[src/rtl/svdet_pkg.sv]
package svdet_pkg;
  localparam int LVL_W    = 4;
  localparam int BIT_STAT = 4;
  localparam int BIT_AUTO = 5;
  typedef enum logic {W_IDLE = 1'b0, W_RUN = 1'b1} win_state_t;
endpackage

[src/rtl/svdet_timer.sv]
module svdet_timer #(
  parameter int PERIOD_TICKS = 40
) (
  input  logic clk,
  input  logic rst,
  input  logic tick,
  input  logic run,
  output logic fire
);
  localparam int CW = (PERIOD_TICKS > 1) ? $clog2(PERIOD_TICKS) : 1;
  localparam logic [CW-1:0] LAST = CW'(PERIOD_TICKS - 1);

  logic [CW-1:0] cnt;

  always_ff @(posedge clk) begin
    if (rst || !run) begin
      cnt <= '0;
    end else if (tick) begin
      cnt <= (cnt == LAST) ? '0 : cnt + 1'b1;
    end
  end

  assign fire = run && tick && (cnt == LAST);

  AST_PERIOD_BOUND: assert property (@(posedge clk) disable iff (rst)
    cnt <= LAST);
endmodule

[src/rtl/svdet_window.sv]
module svdet_window
  import svdet_pkg::*;
#(
  parameter int WIN_TICKS = 5
) (
  input  logic             clk,
  input  logic             rst,
  input  logic             tick,
  input  logic             cont_req,
  input  logic             auto_fire,
  input  logic [LVL_W-1:0] level_in,
  output logic             active,
  output logic [LVL_W-1:0] level_q
);
  localparam int CW = (WIN_TICKS > 1) ? $clog2(WIN_TICKS) : 1;
  localparam logic [CW-1:0] LAST = CW'(WIN_TICKS - 1);

  win_state_t    st;
  logic [CW-1:0] cnt;
  logic          boot_pend;
  logic          start_req;

  assign start_req = boot_pend || cont_req || auto_fire;

  always_ff @(posedge clk) begin
    if (rst) begin
      st        <= W_IDLE;
      cnt       <= '0;
      boot_pend <= 1'b1;
      level_q   <= '0;
    end else if (st == W_IDLE) begin
      if (start_req) begin
        st        <= W_RUN;
        cnt       <= '0;
        boot_pend <= 1'b0;
      end
    end else if (tick) begin
      if (cnt == LAST) begin
        level_q <= level_in;
        cnt     <= '0;
        st      <= cont_req ? W_RUN : W_IDLE;
      end else begin
        cnt <= cnt + 1'b1;
      end
    end
  end

  assign active = (st == W_RUN);

  AST_BOOT_SAMPLE: assert property (@(posedge clk) disable iff (rst)
    $fell(rst) |=> active);
  AST_WIN_BOUND: assert property (@(posedge clk) disable iff (rst)
    active |-> (cnt <= LAST));
  AST_LEVEL_HOLD: assert property (@(posedge clk) disable iff (rst)
    !$past(active) |-> $stable(level_q));
endmodule

[src/rtl/svdet_seq.sv]
module svdet_seq
  import svdet_pkg::*;
#(
  parameter int WIN_TICKS    = 5,
  parameter int PERIOD_TICKS = 40
) (
  input  logic             clk,
  input  logic             rst,
  input  logic             tick,
  input  logic             sleep_in,
  input  logic             wr_en,
  input  logic [7:0]       wr_data,
  output logic [7:0]       rd_data,
  input  logic [LVL_W-1:0] level_in,
  output logic             cmp_en
);
  logic             cont_q;
  logic             auto_q;
  logic             auto_fire;
  logic             active;
  logic [LVL_W-1:0] level_q;
  logic             unused_wr;

  assign unused_wr = ^{wr_data[7:6], wr_data[3:0]};

  always_ff @(posedge clk) begin
    if (rst || sleep_in) begin
      cont_q <= 1'b0;
      auto_q <= 1'b0;
    end else if (wr_en) begin
      cont_q <= wr_data[BIT_STAT];
      auto_q <= wr_data[BIT_AUTO];
    end
  end

  svdet_timer #(.PERIOD_TICKS(PERIOD_TICKS)) u_timer (
    .clk  (clk),
    .rst  (rst),
    .tick (tick),
    .run  (auto_q),
    .fire (auto_fire)
  );

  svdet_window #(.WIN_TICKS(WIN_TICKS)) u_win (
    .clk       (clk),
    .rst       (rst),
    .tick      (tick),
    .cont_req  (cont_q),
    .auto_fire (auto_fire),
    .level_in  (level_in),
    .active    (active),
    .level_q   (level_q)
  );

  always_ff @(posedge clk) begin
    if (rst) begin
      rd_data <= '0;
    end else begin
      rd_data <= {2'b00, auto_q, active, level_q};
    end
  end

  assign cmp_en = active;

  AST_CONT_NO_DROP: assert property (@(posedge clk) disable iff (rst)
    $fell(cmp_en) |-> !$past(cont_q));
  AST_SLEEP_CLEAR: assert property (@(posedge clk) disable iff (rst)
    sleep_in ##1 !wr_en |=> !rd_data[BIT_AUTO]);
  AST_PAD_ZERO: assert property (@(posedge clk) disable iff (rst)
    $past(wr_en) |=> (rd_data[7:6] == 2'b00));
endmodule

[config.mk]
export PLATFORM = sky130hd
export DESIGN_NAME = svdet_seq
export DESIGN_NICKNAME = d
export VERILOG_FILES = /design/src/rtl/svdet_pkg.sv /design/src/rtl/svdet_timer.sv /design/src/rtl/svdet_window.sv /design/src/rtl/svdet_seq.sv
export SDC_FILE = /design/constraint.sdc
export NUM_CORES = 1
export LEC_CHECK = 0
export ABC_AREA = 0
export BUFFER_PORTS_ARGS = -buffer_cell sky130_fd_sc_hd__buf_2
export CORE_UTILIZATION = 44
export CTS_CLUSTER_DIAMETER = 50
export DETAILED_ROUTE_END_ITERATION = 12
export PLACE_DENSITY = 0.8
export RECOVER_POWER = 50
export SLEW_MARGIN = 15
export SYNTH_ARGS = -nofsm -noshare
export SYNTH_HDL_FRONTEND = slang
export SYNTH_SLANG_ARGS = --single-unit
[constraint.sdc]
create_clock -name clk -period 1.2 [get_ports clk]
set_input_delay 0.12 -clock clk [delete_from_list [all_inputs] [get_ports clk]]
set_output_delay 0.12 -clock clk [all_outputs]
set_load 0.02 [all_outputs]
==> metrics <==
most common cell after layout, fill and taps aside=dfxtp_1; WHS Endpoint=u_win.level_q[2]$_SDFFE_PP0P_; CTS sink cnt=23; post-layout util=roughly 59%; R2R Path End=u_timer.cnt[3]$_SDFFE_PP0P_; critical-path cell list=ha_2 -> nand3_4 -> o41ai_4 -> nor2_1; Vias=between 700 and 800; root buffer selected by CTS=clkbuf_4; Max Fanout on Critical Path=3; Post-CTS Setup Inserts=0; Hold Crit Start=level_in[2]; Synthesis Warnings=0; area occupied by multi-input gates=483.0 µm²; gr usage total=roughly 17%; initial antenna violation count=0; Fin. Hold Viols=0; Tmin final=around 1200 ps; Leak=~0.50 nW; Critical Path Sink Type=register; WHS Path Cells=3; WS Path Type=register to register; Psw=0.3870 mW; Diodes inserted=0; CTS clock-pin slew for the worst setup and hold paths=130 ps; H-Tree Depth=1; Min-Delay Path Class=input pin to register; vias in the first global route=~680; Worst R2R Start=u_timer.cnt[0]$_SDFFE_PP0P_; synthesis-stage register bit count=23; commonest non-fill, non-tap cells in the layout=17 x dfxtp_1, 13 x buf_2, 11 x nor2_1; Critical Path AT=~1400 ps; Seq/Total Area, Yosys=about half; Worst-Skew Late Latency=300 ps; Die W=~48 µm; Rows=16; area taken by flip-flops and latches=roughly 470 µm²; part of the power in the clock network=24.5%; Int Pwr=roughly 1.0 mW; Cell Pwr Density=approximately 1200 nW/µm²; Initial Util=between 40% and 50%; flop2flop setup slack=40 ps; pin count of the biggest net entering global routing=14; routed len/inst=~12 µm; max incr delay on CP=~360 ps; IO Count=26; gpl congestion=about 0.70; setup tns final=0 ps; ratio of cells with drive above 1 in the final layout=roughly a third; switch share=26.98%; IR Drop Worst-Case VDD=between 0.0008 and 0.0009 V; area of the die=between 2000 and 2500 µm²; RSZ-0062 raised after global routing=yes; Setup Skew=~4.4 ps; slowest CP cell=dfxtp_2; MaxCap Viol Count=0; Sequential Power Share=around 57%; dpl hpwl=1298 µm; Data required, critical path=between 1000 and 1500 ps; setup violators final=0; first-pass GRT wire length=around 2800 µm; synthesized cell area=~930 µm²; Worst R2R Path Depth=4; fillers=~170; Max Root-Sink Buffers=2; post-synth cell types=29; highest clock rate=~860 MHz; Antenna Nets Post-Route=0; TritonCTS buffer count=3; Mean Syn Cell Area=between 9 and 10 µm²; Final Total Pwr=roughly 1.4 mW; DR DRC count=0; Via density=slightly above 5; fin. max-slew vios=0; Syn Inst Count=94; area delta synth->final=26.31%; port bufs=17; drt total wl=1821 µm; Critical Path Start Type=register; core area=approximately 2000 µm²; status=finished clean; initial drt markers=17; Layout Nets=142; worst setup path start=u_timer.cnt[0]$_SDFFE_PP0P_; Detailed Routing Iterations Pass 1=4; CTS tree=built; GRT overflow=0; Logic pwr share=18.3%; Final Cycle Share=a little over nine tenths; die height=~48 µm
synthesized netlist by cell type:
cell       instances  area (µm²)
dfxtp_1           23       460.4
nor2_1            11       41.29
mux2i_1            7       70.07
inv_1              5       18.77
nor2b_1            5       31.28
nand2_1            4       15.01
nor3_1             4       20.02
buf_4              3       22.52
ha_1               3       37.54
nand4_1            3       18.77
o21ai_0            3       15.01
xor2_1             3       26.28
nand3_1            2       10.01
nand4_2            2       25.02
o211ai_1           2       15.01
a21o_1             1       7.510
a21oi_1            1       5.000
a21oi_2            1       8.760
a31oi_1            1       6.260
clkbuf_1           1       3.750
conb_1             1       3.750
nand2b_1           1       6.260
nand4bb_1          1       11.26
nor3b_1            1       7.510
nor4_1             1       6.260
o21a_1             1       7.510
o41ai_2            1       16.27
or3_1              1       6.260
xnor2_1            1       8.760
state kept, by name, indices dropped and copies added, names as in the netlist:
signal	cells
u_win.active	1
auto_q	1
cont_q	1
rd_data	6
u_win.boot_pend	1
u_timer.cnt	6
u_win.cnt	3
u_win.level_q	4
routing by layer:
layer  wire length, µm  GRT usage [%]  vias up
met2               874          27.30       21
met4                13          8.333        0
met1               868          22.53      361
met5                 0              0        -
met3                66          2.642        2
li1                  -              -      374
repair_timing:
action | CTS | global route
gates resized for setup | 5 | 11
hold buffers | 1 | 0
hold endpoints to repair | 2 | 0
endpoints found under the setup margin | 10 | 11
pin swaps | 0 | 1
how the worst max path moves through the flow:
| stage | end | slack [ps] | depth (start not counted) |
|---|---|---|---|
| final | u_timer.cnt[3]$_SDFFE_PP0P_ | 40 | 4 |
| after global routing | u_win.cnt[1]$_SDFFE_PP0P_ | -20 | 5 |
| after CTS | u_win.cnt[2]$_SDFFE_PP0P_ | 10 | 5 |
| after detailed placement | u_timer.cnt[0]$_SDFFE_PP0P_ | -30 | 4 |
| after global placement | u_timer.cnt[0]$_SDFFE_PP0P_ | 2 | 4 |
| after floorplan | u_timer.cnt[0]$_SDFFE_PP0P_ | 20 | 4 |
power groups by stage:
| stage | Clock (mW) | Sequential [mW] | Combinational (mW) |
|---|---|---|---|
| 2_1_floorplan | 0 | 0.841 | 0.119 |
| 3_3_place_gp | 0 | 0.832 | 0.196 |
| 3_5_place_dp | 0 | 0.835 | 0.212 |
| 4_1_cts | 0.356 | 0.819 | 0.225 |
| 5_1_grt | 0.390 | 0.824 | 0.295 |
| 6_report | 0.351 | 0.820 | 0.263 |
cell type report:
| type | count | share of cell area [%] |
|---|---|---|
| clock buffer | 3 | 1.913 |
| multi-input combinational | 63 | 41.02 |
| tap | 27 | 2.869 |
| clock inverter | 1 | 0.4251 |
| timing repair buffer | 26 | 12.43 |
| sequential | 23 | 39.74 |
| inverter | 5 | 1.594 |
worst max-delay path: cells and delay by family, from the launching register on:
family                   cells  cell delay [ps]
AND/OR/NAND/NOR              2              190
AO/OA/AOI/OAI                1              290
flip-flops                   1              360
adder cells (fa/ha/maj)      1              210
cells by family after synthesis:
logic type	synth area share, %
other	0.4023
flip-flops	49.40
adder cells (fa/ha/maj)	4.027
XOR/XNOR	3.759
AO/OA/AOI/OAI	8.725
AND/OR/NAND/NOR	21.34
buffers and inverters	4.832
multiplexers	7.517
per-stage QoR:
stage	cell area (µm²)	setup slack, ps	std cells	hold WS (ps)
final	1177	37.84	148	40.58
after global routing	1177	-20.81	148	56.30
after floorplan	935.9	21.08	95	191.6
after detailed placement	1089	-31.30	143	311.2
after global placement	1089	1.851	143	298.0
after CTS	1155	10.71	148	42.18
Power figures use the tool's default switching activity.
